File: src/rtl/ag_pkg.sv
package ag_pkg;

  typedef enum logic [2:0] {
    AM_IMM   = 3'd0,
    AM_DIR   = 3'd1,
    AM_REG   = 3'd2,
    AM_RIND  = 3'd3,
    AM_IDX   = 3'd4,
    AM_BIDX  = 3'd5,
    AM_PCREL = 3'd6,
    AM_RSVD  = 3'd7
  } amode_e;

  localparam int unsigned MODE_W = 3;

endpackage

File: src/rtl/ag_sext.sv
module ag_sext #(
  parameter int unsigned CW = 16,
  parameter int unsigned AW = 32
) (
  input  logic [CW-1:0] k_in,
  output logic [AW-1:0] k_ext
);

  localparam int unsigned PADW = (AW > CW) ? (AW - CW) : 0;

  generate
    if (AW > CW) begin : g_widen
      assign k_ext = {{PADW{k_in[CW-1]}}, k_in};
    end else begin : g_trunc
      assign k_ext = k_in[AW-1:0];
    end
  endgenerate

endmodule

File: src/rtl/ag_opsel.sv
module ag_opsel
  import ag_pkg::*;
#(
  parameter int unsigned AW = 32
) (
  input  logic [MODE_W-1:0] mode,
  input  logic [AW-1:0]     reg_a,
  input  logic [AW-1:0]     reg_b,
  input  logic [AW-1:0]     pc,
  input  logic [AW-1:0]     abs_addr,
  input  logic [AW-1:0]     k_ext,
  output logic [AW-1:0]     term_a,
  output logic [AW-1:0]     term_b,
  output logic [AW-1:0]     term_c,
  output logic              mem_req,
  output logic              br_tgt
);

  always_comb begin
    term_a  = '0;
    term_b  = '0;
    term_c  = '0;
    mem_req = 1'b0;
    br_tgt  = 1'b0;
    case (amode_e'(mode))
      AM_IMM: begin
        term_c = k_ext;
      end
      AM_DIR: begin
        term_a  = abs_addr;
        mem_req = 1'b1;
      end
      AM_REG: begin
        term_a = reg_a;
      end
      AM_RIND: begin
        term_a  = reg_a;
        mem_req = 1'b1;
      end
      AM_IDX: begin
        term_a  = reg_a;
        term_c  = k_ext;
        mem_req = 1'b1;
      end
      AM_BIDX: begin
        term_a  = reg_a;
        term_b  = reg_b;
        term_c  = k_ext;
        mem_req = 1'b1;
      end
      AM_PCREL: begin
        term_a = pc;
        term_c = k_ext;
        br_tgt = 1'b1;
      end
      default: begin
        term_a = '0;
      end
    endcase
  end

endmodule

File: src/rtl/ag_sum3.sv
module ag_sum3 #(
  parameter int unsigned AW = 32
) (
  input  logic [AW-1:0] a,
  input  logic [AW-1:0] b,
  input  logic [AW-1:0] c,
  output logic [AW-1:0] s
);

  always_comb begin
    s = a + b + c;
  end

endmodule

File: src/rtl/ag_oreg.sv
module ag_oreg #(
  parameter int unsigned AW = 32
) (
  input  logic          clk,
  input  logic          rst_n,
  input  logic          en,
  input  logic [AW-1:0] d_val,
  input  logic          d_mem,
  input  logic          d_br,
  output logic          q_valid,
  output logic [AW-1:0] q_val,
  output logic          q_mem,
  output logic          q_br
);

  logic [AW-1:0] val_nxt;
  logic          mem_nxt;
  logic          br_nxt;

  always_comb begin
    val_nxt = q_val;
    mem_nxt = q_mem;
    br_nxt  = q_br;
    if (en) begin
      val_nxt = d_val;
      mem_nxt = d_mem;
      br_nxt  = d_br;
    end
  end

  always_ff @(posedge clk or negedge rst_n) begin
    if (!rst_n) begin
      q_valid <= 1'b0;
      q_val   <= '0;
      q_mem   <= 1'b0;
      q_br    <= 1'b0;
    end else begin
      q_valid <= en;
      q_val   <= val_nxt;
      q_mem   <= mem_nxt;
      q_br    <= br_nxt;
    end
  end

  p_valid_set_r2: assert property (@(posedge clk) disable iff (!rst_n)
    en |=> q_valid);

  p_valid_clr_r2: assert property (@(posedge clk) disable iff (!rst_n)
    !en |=> !q_valid);

  p_capture_r2: assert property (@(posedge clk) disable iff (!rst_n)
    en |=> (q_val == $past(d_val)) && (q_mem == $past(d_mem)) && (q_br == $past(d_br)));

  p_hold_r11: assert property (@(posedge clk) disable iff (!rst_n)
    !en |=> $stable(q_val) && $stable(q_mem) && $stable(q_br));

  p_flags_excl_r12: assert property (@(posedge clk) disable iff (!rst_n)
    !(q_mem && q_br));

endmodule

File: src/rtl/addr_gen_unit.sv
module addr_gen_unit
  import ag_pkg::*;
#(
  parameter int unsigned AW = 32,
  parameter int unsigned CW = 16
) (
  input  logic              clk,
  input  logic              rst_n,
  input  logic              in_valid,
  input  logic [MODE_W-1:0] mode,
  input  logic [AW-1:0]     reg_a,
  input  logic [AW-1:0]     reg_b,
  input  logic [AW-1:0]     pc,
  input  logic [AW-1:0]     abs_addr,
  input  logic [CW-1:0]     konst,
  output logic              out_valid,
  output logic [AW-1:0]     result,
  output logic              mem_access,
  output logic              is_branch
);

  logic [AW-1:0] k_ext;
  logic [AW-1:0] t_a;
  logic [AW-1:0] t_b;
  logic [AW-1:0] t_c;
  logic [AW-1:0] sum;
  logic          mem_req;
  logic          br_tgt;

  ag_sext #(.CW(CW), .AW(AW)) u_sext (
    .k_in  (konst),
    .k_ext (k_ext)
  );

  ag_opsel #(.AW(AW)) u_opsel (
    .mode     (mode),
    .reg_a    (reg_a),
    .reg_b    (reg_b),
    .pc       (pc),
    .abs_addr (abs_addr),
    .k_ext    (k_ext),
    .term_a   (t_a),
    .term_b   (t_b),
    .term_c   (t_c),
    .mem_req  (mem_req),
    .br_tgt   (br_tgt)
  );

  ag_sum3 #(.AW(AW)) u_sum (
    .a (t_a),
    .b (t_b),
    .c (t_c),
    .s (sum)
  );

  ag_oreg #(.AW(AW)) u_oreg (
    .clk     (clk),
    .rst_n   (rst_n),
    .en      (in_valid),
    .d_val   (sum),
    .d_mem   (mem_req),
    .d_br    (br_tgt),
    .q_valid (out_valid),
    .q_val   (result),
    .q_mem   (mem_access),
    .q_br    (is_branch)
  );

  p_branch_src_r9: assert property (@(posedge clk) disable iff (!rst_n)
    (out_valid && is_branch) |-> ($past(mode) == 3'd6));

  p_mem_src_r4: assert property (@(posedge clk) disable iff (!rst_n)
    (out_valid && mem_access) |->
      ($past(mode) == 3'd1 || $past(mode) == 3'd3 ||
       $past(mode) == 3'd4 || $past(mode) == 3'd5));

  p_reg_pass_r5: assert property (@(posedge clk) disable iff (!rst_n)
    (in_valid && mode == 3'd2) |=> (result == $past(reg_a)) && !mem_access);

  p_rsvd_zero_r10: assert property (@(posedge clk) disable iff (!rst_n)
    (in_valid && mode == 3'd7) |=> (result == '0) && !mem_access && !is_branch);

endmodule

File: config.mk
export PLATFORM = sky130hd
export DESIGN_NAME = addr_gen_unit
export DESIGN_NICKNAME = d
export VERILOG_FILES = /design/src/rtl/ag_pkg.sv /design/src/rtl/ag_sext.sv /design/src/rtl/ag_opsel.sv /design/src/rtl/ag_sum3.sv /design/src/rtl/ag_oreg.sv /design/src/rtl/addr_gen_unit.sv
export SDC_FILE = /design/constraint.sdc
export NUM_CORES = 1
export LEC_CHECK = 0
export ABC_CLOCK_PERIOD_IN_PS = 870
export BUFFER_PORTS_ARGS = -buffer_cell sky130_fd_sc_hd__buf_2
export CORE_MARGIN = 2
export CORE_UTILIZATION = 45
export DETAILED_ROUTE_END_ITERATION = 12
export PLACE_DENSITY = 0.74
export SYNTH_ARGS = -nofsm -noshare
export SYNTH_HDL_FRONTEND = slang
export SYNTH_SLANG_ARGS = --single-unit
export TNS_END_PERCENT = 1
File: constraint.sdc
create_clock -name clk -period 0.87 [get_ports clk]
set_input_delay 0.0435 -clock clk [delete_from_list [all_inputs] [get_ports clk]]
set_output_delay 0.0435 -clock clk [all_outputs]
set_load 0.01 [all_outputs]
==> impl_metrics.env, run 1 <==
export IMPL_outcome="finished, violations left"
export IMPL_violations="setup timing"
export IMPL_drive_gt1_share_pct=53.5
export IMPL_vdd_ir_drop_worst_uv=1310
export IMPL_cap_violations=0
export IMPL_grt_max_degree=28
export IMPL_crit_buf_inv=5
export IMPL_crit_arrival_ns=3.50
export IMPL_cts_tree="done"
export IMPL_fp_dieH_um=108
export IMPL_yosys_warnings=0
export IMPL_multi_input_area_um2=4030
export IMPL_finalSetupViolCount=50
export IMPL_drt_wl_total_um=17600
export IMPL_regArea_um2=876
export IMPL_crit_top_cell="buf_6"
export IMPL_fillers=762
export IMPL_async_flop_share_pct=100
export IMPL_rrSetupSlack_ns=0.05
export IMPL_rsz0062_at_grt="yes"
export IMPL_antennaDiodeCount=0
export IMPL_yosys_most_used_dff="dfrtp_1"
export IMPL_hold_slack_ns=0.129
export IMPL_cts_root_buffer="clkbuf_8"
export IMPL_synth_edf_count=0
export IMPL_drc=0
export IMPL_yosysSeqAreaShare_pct=18.1
export IMPL_final_antenna_net_count=0
export IMPL_grt_overflow=0
export IMPL_grt_antenna_before_repair=0
export IMPL_worst_slew_pin_slew_ns=0.353
export IMPL_r2r_end="u_oreg.q_val[29]"
export IMPL_wl_met2_um=8800
export IMPL_layout_commonest_cell="buf_2"
export IMPL_yosysTopAreaCellShare_pct=18.1
export IMPL_start_util_pct=46.6
export IMPL_end_kind="flip-flop"
export IMPL_clk_path_buf_depth=2
export IMPL_grt_pass1_wl_um=28400
export IMPL_post_synth_cell_area_avg_um2=8.36
export IMPL_grt_pass1_vias=6066
export IMPL_path_class="in2reg"
export IMPL_p_total_w=0.0120
export IMPL_fin_crit_sh_pct=376
export IMPL_synthTopCellsByArea="dfrtp_1 18%, fa_1 13%, a221oi_1 12%"
export IMPL_synth_fp_nets=792
export IMPL_slew_violations=0
export IMPL_finClkSkew_ns=0
export IMPL_cts_sinks=35
export IMPL_drt_vias_per_instance=5.63
export IMPL_start_kind="input pin"
export IMPL_worst_path_max_delay_cell="fa_1"
export IMPL_crit_family="simple AND/OR/NAND/NOR gates"
export IMPL_clk_latency_ns=0.31
export IMPL_hold_violations=0
export IMPL_die_w_um=108
export IMPL_dieArea_um2=11600
export IMPL_synth_top_area_cell="dfrtp_1"
export IMPL_dr_wl_met3_um=1040
export IMPL_dr_pass1_iters=6
export IMPL_yosysUniqueCellTypes=57
export IMPL_core_area_um2=10400
export IMPL_top_layer="met4"
export IMPL_drtIter0Drc=247
export IMPL_reg2reg_depth=2
export IMPL_syn_area_um2=4850
export IMPL_hold_class="in2async"
export IMPL_area_growth_pct=57.4
export IMPL_crit_required_ns=1.11
export IMPL_gp_congestion=0.946
export IMPL_drt_wirelength_per_cell_um=17.3
export IMPL_slowest_delay_ns=0.49
export IMPL_p_per_area_nw_per_um2=1570
export IMPL_fmaxAchievable_ghz=0.306
export IMPL_drt_met1_wl_um=6860
export IMPL_final_cell_mix="176 x buf_2, 132 x buf_4, 61 x a221oi_1, 59 x nand2_1, 57 x inv_1"
export IMPL_path_cells="buf_6 -> buf_6 -> nor2_4 -> buf_4 -> buf_6 -> a221oi_1 -> nor2_1 -> fa_1 -> ha_4 -> and3_4 -> a221o_2 -> buf_6 -> or3b_4 -> a21oi_4 -> nor2_4 -> or4b_1 -> nand3_1"
export IMPL_floorplan_rows=37
export IMPL_period_needed_ns=3.27
export IMPL_cts_inserted_buffers=5
export IMPL_synth_cells=580
export IMPL_htree_levels=2
export IMPL_final_util_pct=73.3
export IMPL_p_leak_nw=3.81
export IMPL_finalWorstSetupSlack_ns=-2.40
export IMPL_max_slew_margin_pct=76.3
export IMPL_critPathMaxFanout=6
export IMPL_io_pins=185
export IMPL_track_usage_pct=30.9
export IMPL_layout_nets=1094
export IMPL_post_place_ws_ns=-2.83
export IMPL_place_hpwl_um=14400
export IMPL_r2r_start="u_oreg.q_val[29]"
export IMPL_port_buffers=184
export IMPL_cts_clk_slew_worst_paths_ns=0.09
export IMPL_ys_ff_latch=35
export IMPL_vias=5732
[per-stage QoR]
step,setup TNS [ns],instances,area [um^2]
after detailed placement,-78.63,1002,6960
after global routing,-67.95,1019,7640
after global placement,-76.24,1002,6960
final,-63.38,1019,7640
after CTS,-65.85,1014,7370
after floorplan,-70.43,580,4970
[how the worst max path moves through the flow]
stage | start | end | slack, ns | cells after the start
6_report | mode[0] | u_oreg.q_val[29] | -2.40 | 17
5_1_grt | mode[0] | u_oreg.q_val[21] | -2.52 | 16
4_1_cts | mode[0] | u_oreg.q_val[25] | -2.45 | 16
3_5_place_dp | mode[2] | u_oreg.q_val[29] | -2.83 | 16
3_3_place_gp | mode[2] | u_oreg.q_val[25] | -2.72 | 16
2_1_floorplan | mode[2] | u_oreg.q_val[25] | -2.67 | 17
[synth_stat cells (all sizes together) (3+ instances only)]
library cell,n
mux2,27
or2,29
fa,32
nand4,10
nand3,10
buf,4
o21a,3
nand2,62
dfrtp,35
a21oi,35
a21o,14
xnor2,23
a221oi,66
nor2,30
xor2,6
and2,7
ha,30
o21ai,20
o21bai,4
clkbuf,34
o211ai,5
inv,64
[timing repair]
action,CTS,global route
cloned,1,0
endpoints found under the hold margin,35,0
hold buffers,1,0
resized for setup,53,44
pin swaps,17,20
buffers inserted,2,5
endpoints found under the setup margin,57,66
[power by group]
group | internal, W | switching, W | total (W)
logic | 0.00407 | 0.00370 | 0.00777
clock network | 0.000929 | 0.000702 | 0.00163
registers | 0.00224 | 0.000365 | 0.00260
[state kept, by name (all words and copies together) (netlist names)]
name            count
u_oreg.q_valid      1
u_oreg.q_val       32
u_oreg.q_mem        1
u_oreg.q_br         1
[final cells by class]
cell class / instances / share of cell area, %
multi-input cells: 444 / 52.7
repair buffers: 332 / 28.8
flip-flops and latches: 35 / 11.5
inverters: 64 / 3.24
well taps: 136 / 2.23
clock buffers: 6 / 1.08
clock inverters: 2 / 0.459
[kinds of logic (layout without fill, tap and decap cells)]
group | Yosys count | count (layout) | share of synthesized area [%]
adder cells (fa/ha/maj) | 63 | 63 | 21.2
multiplexers | 28 | 28 | 6.55
XOR/XNOR | 29 | 29 | 5.24
buffers and inverters | 102 | 404 | 8.07
AO/OA/AOI/OAI | 159 | 159 | 24.4
flip-flops | 35 | 35 | 18.1
AND/OR/NAND/NOR | 164 | 165 | 16.5
[layer usage]
metal	track usage, %	up-vias
li1	-	2683
met3	4.66	61
met4	15.4	0
met1	35.3	2740
met2	55.8	248
met5	0	-
Note: power is estimated with default switching activity, not from simulation.
==> inputs of run 2 (changes only) <==
- CAP_MARGIN: not set -> 15
- PLACE_DENSITY: 0.74 -> 0.72
- SYNTH_HIERARCHICAL: not set -> 1
==> impl_metrics.env, run 2 <==
export IMPL_r2r_end="u_oreg/q_val[28]"
export IMPL_vias=5908
export IMPL_drive_gt1_share_pct=52.4
export IMPL_yosys_most_used_dff="dfrtp_1"
export IMPL_place_inst=1076
export IMPL_htree_levels=2
export IMPL_synth_fa_ha_area_share_pct=17.2
export IMPL_synth_cells=650
export IMPL_synth_fp_nets=863
export IMPL_cts_tree="done"
export IMPL_fin_crit_sh_pct=380
export IMPL_p_per_area_nw_per_um2=1520
export IMPL_synth_top_family_by_area="compound AO/OA/AOI/OAI gates"
export IMPL_critPathLaunch="mode[2]"
export IMPL_grt_max_degree=36
export IMPL_floorplan_rows=42
export IMPL_yosysUniqueCellTypes=64
export IMPL_grt_overflow=0
export IMPL_p_leak_nw=4.45
export IMPL_ys_top_cells_by_count="60 x nand2_1, 48 x inv_1, 37 x and3_1, 35 x a21oi_1, 35 x dfrtp_1"
export IMPL_finalSetupViolCount=33
export IMPL_top_register="u_oreg/q_val"
export IMPL_period_needed_ns=3.30
export IMPL_drt_vias_per_instance=5.42
export IMPL_grt_pass1_wl_um=29000
export IMPL_critPathMaxFanout=8
export IMPL_rrSetupSlack_ns=0.09
export IMPL_fmaxAchievable_ghz=0.303
export IMPL_worst_slew_pin_slew_ns=0.428
export IMPL_crit_arrival_ns=3.47
export IMPL_fillers=1159
export IMPL_post_synth_cell_area_avg_um2=9.22
export IMPL_clk_path_buf_depth=2
export IMPL_synth_mux_area_share_pct=8.79
export IMPL_instances_no_fill=1090
export IMPL_multi_input_area_um2=4640
export IMPL_cts_clk_slew_worst_paths_ns=0.05
export IMPL_antennaDiodeCount=0
export IMPL_regArea_um2=876
export IMPL_clk_latency_ns=0.28
export IMPL_cts_root_buffer="clkbuf_16"
export IMPL_reg2reg_depth=1
export IMPL_port_buffers=184
export IMPL_final_util_pct=62.9
export IMPL_finClkSkew_ns=0
export IMPL_violations="setup timing"
export IMPL_grt_antenna_before_repair=0
export IMPL_area_growth_pct=38.0
export IMPL_dieArea_um2=14300
export IMPL_grt_pass1_vias=5923
export IMPL_async_flop_share_pct=100
export IMPL_dr_pass1_iters=5
export IMPL_drtIter0Drc=393
export IMPL_cts_inserted_buffers=5
export IMPL_hold_class="in2reg"
export IMPL_slew_violations=0
export IMPL_final_antenna_net_count=0
export IMPL_r2r_start="u_oreg/q_val[28]"
export IMPL_synth_most_common_cell="nand2_1"
export IMPL_yosysSeqAreaShare_pct=14.6
export IMPL_rsz0062_at_grt="yes"
export IMPL_largest_register_ffs=32
export IMPL_hold_violations=0
export IMPL_track_usage_pct=25.0
export IMPL_fp_dieH_um=119
export IMPL_start_util_pct=45.6
export IMPL_cts_sinks=35
export IMPL_synth_top_area_cell="dfrtp_1"
export IMPL_gp_congestion=0.977
export IMPL_io_pins=185
export IMPL_yosysTopAreaCellShare_pct=14.6
export IMPL_finalWorstSetupSlack_ns=-2.43
export IMPL_max_slew_margin_pct=71.2
export IMPL_cap_violations=0
export IMPL_die_w_um=119
export IMPL_crit_required_ns=1.03
export IMPL_ys_ff_latch=35
export IMPL_drc=0
export IMPL_core_area_um2=13100
export IMPL_synthSimpleGateAreaFrac_pct=16.9
export IMPL_path_class="in2reg"
export IMPL_vdd_ir_drop_worst_uv=856
export IMPL_drt_wl_total_um=17600
export IMPL_synthTopCellsByArea="dfrtp_1 15%, fa_1 11%, o41ai_2 8.1%"
export IMPL_synth_edf_count=0
export IMPL_syn_area_um2=5990
export IMPL_synth_compound_area_share_pct=26.0
export IMPL_endpoint="u_oreg/q_val[17]"
export IMPL_outcome="finished, violations left"
export IMPL_final_cell_mix="181 x buf_2, 145 x buf_4, 59 x nand2_1, 46 x inv_1, 37 x and3_1"
export IMPL_start_kind="input pin"
export IMPL_layout_nets=1127
export IMPL_end_kind="flip-flop"
export IMPL_hold_slack_ns=0.126
export IMPL_place_hpwl_um=14500
export IMPL_layout_commonest_cell="buf_2"
export IMPL_yosys_warnings=6
export IMPL_synth_xor_area_share_pct=3.80
export IMPL_drt_wirelength_per_cell_um=16.1
## run 2: cell types whose count changed in the layout (fill, tap and decap cells not counted), sizes merged, moves of 7 or more
cell,delta
or2,-29
mux2,+8
o41ai,+33
and3,+36
nor2,-7
nor2b,+11
buf,+7
a221oi,-64
inv,-16
xnor2,-7
a221o,+31
and2b,+22
## run 2: report_power, final
part	switching (W)	total, W	internal [W]
logic	0.00382	0.00816	0.00434
registers	0.000394	0.00265	0.00225
clock network	0.000635	0.00175	0.00112
total	0.00485	0.0126	0.00770
## run 2: timing repair
action,4_1_cts,5_1_grt
setup endpoints to repair,39,52
hold buffers,1,0
endpoints found under the hold margin,35,0
cloned,0,0
resized for setup,49,23
setup buffers,3,3
pin swaps,23,12
## run 2: worst min-delay path by stage
stage,from,endpoint,slack (ns),depth (start not counted)
final,in_valid,u_oreg/q_valid,0.13,2
after global routing,in_valid,u_oreg/q_valid,0.13,2
after CTS,in_valid,u_oreg/q_valid,0.12,2
after detailed placement,rst_n,u_oreg/q_val[1],0.01,2
after global placement,rst_n,u_oreg/q_val[0],0.02,2
after floorplan,rst_n,u_oreg/q_br,-0.25,0
## run 2: layer usage
| metal | track usage, % | vias to the layer above | wire (um) |
|---|---|---|---|
| li1 | - | 2866 | - |
| met1 | 35.7 | 2796 | 8060 |
| met2 | 39.9 | 214 | 8110 |
| met3 | 2.78 | 32 | 1050 |
| met4 | 7.06 | 0 | 371 |
| met5 | 0 | - | 0 |
## run 2: cell families (layout without fill, tap and decap cells)
logic type      after synthesis  after routing
compound gates              173            173
fa+ha+maj                    63             63
xor+xnor                     26             26
mux                          37             37
simple gates                186            186
flops                        35             35
buf+inv                     130            394
## run 2: cell type report
cell class | instances | share of cell area [%]
clock buffers | 6 | 1.68
flip-flops and latches | 35 | 10.6
inverters | 48 | 2.33
multi-input cells | 485 | 56.2
clock inverters | 1 | 0.0605
well taps | 176 | 2.66
repair buffers | 339 | 26.5
## run 2: critical path, cell delays in order
cell     delay, ns
buf_6         0.10
buf_4         0.15
nor2b_4       0.17
o41ai_2       0.44
fa_1          0.50
ha_2          0.20
fa_2          0.39
a21o_1        0.18
a31o_1        0.24
a21bo_4       0.26
a21oi_4       0.21
nor2_1        0.07
o31a_1        0.25
mux2_4        0.25
## run 2: through the flow
| step | TNS [ns] | total power (W) | cell area [um^2] | worst slack [ns] |
|---|---|---|---|---|
| floorplan | -67.12 | 0.00722 | 6030 | -2.53 |
| global placement | -79.28 | 0.0102 | 7780 | -2.91 |
| detailed placement | -80.63 | 0.0103 | 7780 | -2.95 |
| CTS | -65.64 | 0.0124 | 8150 | -2.38 |
| global route | -70.52 | 0.0135 | 8270 | -2.55 |
| finish | -66.46 | 0.0126 | 8270 | -2.43 |
==> inputs of run 3 (changes only) <==
- PLACE_DENSITY: 0.72 -> 0.76
==> impl_metrics.env, run 3 (synthesis results as in run 2) <==
export IMPL_outcome="finished, violations left"
export IMPL_violations="setup timing"
export IMPL_grt_overflow=0
export IMPL_start_util_pct=45.6
export IMPL_area_growth_pct=39.5
export IMPL_vdd_ir_drop_worst_uv=1090
export IMPL_grt_pass1_vias=5610
export IMPL_path_class="in2reg"
export IMPL_final_antenna_net_count=0
export IMPL_drt_wirelength_per_cell_um=16.0
export IMPL_htree_levels=2
export IMPL_rsz0062_at_grt="yes"
export IMPL_end_kind="flip-flop"
export IMPL_path_cells="buf_12 -> inv_12 -> ha_4 -> and2b_1 -> a221o_1 -> fa_1 -> ha_2 -> fa_2 -> a21o_1 -> a31o_1 -> a21bo_4 -> a21oi_4 -> nor2_1 -> o31a_1 -> mux2_4"
export IMPL_fin_crit_sh_pct=373
export IMPL_fmaxAchievable_ghz=0.308
export IMPL_die_w_um=119
export IMPL_p_total_w=0.0127
export IMPL_fp_dieH_um=119
export IMPL_place_inst=1067
export IMPL_port_buffers=184
export IMPL_cap_violations=0
export IMPL_crit_arrival_ns=3.41
export IMPL_drive_gt1_share_pct=53.6
export IMPL_antennaDiodeCount=0
export IMPL_max_slew_margin_pct=68.9
export IMPL_place_hpwl_um=14200
export IMPL_finalWorstSetupSlack_ns=-2.38
export IMPL_slowest_delay_ns=0.47
export IMPL_grt_antenna_before_repair=1
export IMPL_cts_inserted_buffers=5
export IMPL_hold_violations=0
export IMPL_slew_violations=0
export IMPL_largest_register_ffs=32
export IMPL_track_usage_pct=23.7
export IMPL_cts_sinks=35
export IMPL_critPathMaxFanout=7
export IMPL_gp_congestion=0.960
export IMPL_period_needed_ns=3.25
export IMPL_finClkSkew_ns=0
export IMPL_use_met2_pct=38.1
export IMPL_grt_use_met3_pct=3.78
export IMPL_clk_path_buf_depth=2
export IMPL_grt_max_degree=43
export IMPL_layout_nets=1119
export IMPL_drt_vias_per_instance=5.35
export IMPL_worst_slew_pin_slew_ns=0.461
export IMPL_crit_required_ns=1.03
export IMPL_vias=5795
export IMPL_drt_wl_total_um=17300
export IMPL_dieArea_um2=14300
export IMPL_finalSetupViolCount=35
export IMPL_dr_pass1_iters=5
export IMPL_layout_commonest_cell="buf_2"
export IMPL_drc=0
export IMPL_instances_no_fill=1083
export IMPL_cts_tree="done"
export IMPL_met1_usage_pct=33.3
export IMPL_final_cell_mix="181 x buf_2, 133 x buf_4, 59 x nand2_1, 46 x inv_1, 37 x and3_1"
export IMPL_cts_root_buffer="clkbuf_16"
export IMPL_drtIter0Drc=267
export IMPL_grt_pass1_wl_um=27700
export IMPL_cts_clk_slew_worst_paths_ns=0.05
export IMPL_start_kind="input pin"
export IMPL_core_area_um2=13100
export IMPL_p_leak_nw=4.41
export IMPL_worst_path_max_delay_cell="fa_1"
export IMPL_floorplan_rows=42
export IMPL_p_per_area_nw_per_um2=1520
export IMPL_clk_latency_ns=0.27
export IMPL_io_pins=185
export IMPL_hold_class="in2reg"
export IMPL_top_register="u_oreg/q_val"
export IMPL_top_usage_layer="met2"
[run 3: cell types whose count changed in the layout (fill, tap and decap cells not counted), moves of 3 or more]
| cell | change |
|---|---|
| o41ai_4 | -3 |
| ha_4 | +8 |
| ha_1 | -7 |
| a21oi_2 | +4 |
| buf_4 | -12 |
| buf_12 | +5 |
| a21oi_1 | -4 |
[run 3: power breakdown]
group          leakage [nW]  total, W  switching (W)  internal, W
combinational          3.91   0.00827        0.00383      0.00445
sequential            0.422   0.00265       0.000398      0.00225
clock                0.0772   0.00182       0.000605      0.00122
total                  4.41    0.0127        0.00483      0.00792
[run 3: what timing repair did]
action	in CTS	in global routing
hold buffers	1	0
pin swaps	23	20
gates resized for setup	53	31
setup buffers	2	5
endpoints found under the setup margin	37	47
endpoints found under the hold margin	35	0
[run 3: layout make-up]
class	instances	area, um^2
tap	176	220
multi-input combinational	485	4720
inverter	48	193
clock buffer	8	156
timing repair buffer	331	2190
sequential	35	876
fill	1074	4780
[run 3: critical path: cells and delay by family]
family,cells,cell delay (ns)
buffers and inverters,2,0.12
AO/OA/AOI/OAI,6,1.39
AND/OR/NAND/NOR,2,0.27
multiplexers,1,0.26
adder cells (fa/ha/maj),4,1.33
[run 3: stage by stage]
step / hold slack [ns] / util [%] / TNS (ns) / instance area, um^2 / setup WS [ns]
5_1_grt: 0.137 / 63.6 / -69.17 / 8360 / -2.49
4_1_cts: 0.131 / 62.1 / -64.66 / 8160 / -2.34
2_1_floorplan: -0.252 / - / -67.12 / 6030 / -2.53
6_report: 0.141 / 63.6 / -65.67 / 8360 / -2.38
3_5_place_dp: 0.0162 / 59.1 / -80.55 / 7760 / -2.88
3_3_place_gp: 0.0165 / 59.1 / -79.40 / 7760 / -2.81
[run 3: worst paths after layout]
| kind | startpoint | endpoint | slack [ns] | cells past startpoint |
|---|---|---|---|---|
| max in group asynchronous | rst_n | u_oreg/q_valid | 0.43 | 3 |
| worst min-delay path | in_valid | u_oreg/q_valid | 0.14 | 2 |
| worst max-delay path | mode[1] | u_oreg/q_val[17] | -2.38 | 15 |
| worst min register to register | u_oreg/q_val[15] | u_oreg/q_val[15] | 0.51 | 1 |
| worst max register to register | u_oreg/q_val[17] | u_oreg/q_val[17] | 0.07 | 1 |
| min in group asynchronous | rst_n | u_oreg/q_val[0] | 0.26 | 3 |
[run 3: routing by layer]
layer / wire length (um) / share of wire [%]
met1: 8100 / 47
met2: 7920 / 46
met3: 1010 / 5.9
met4: 225 / 1.3
met5: 13 / 0.075
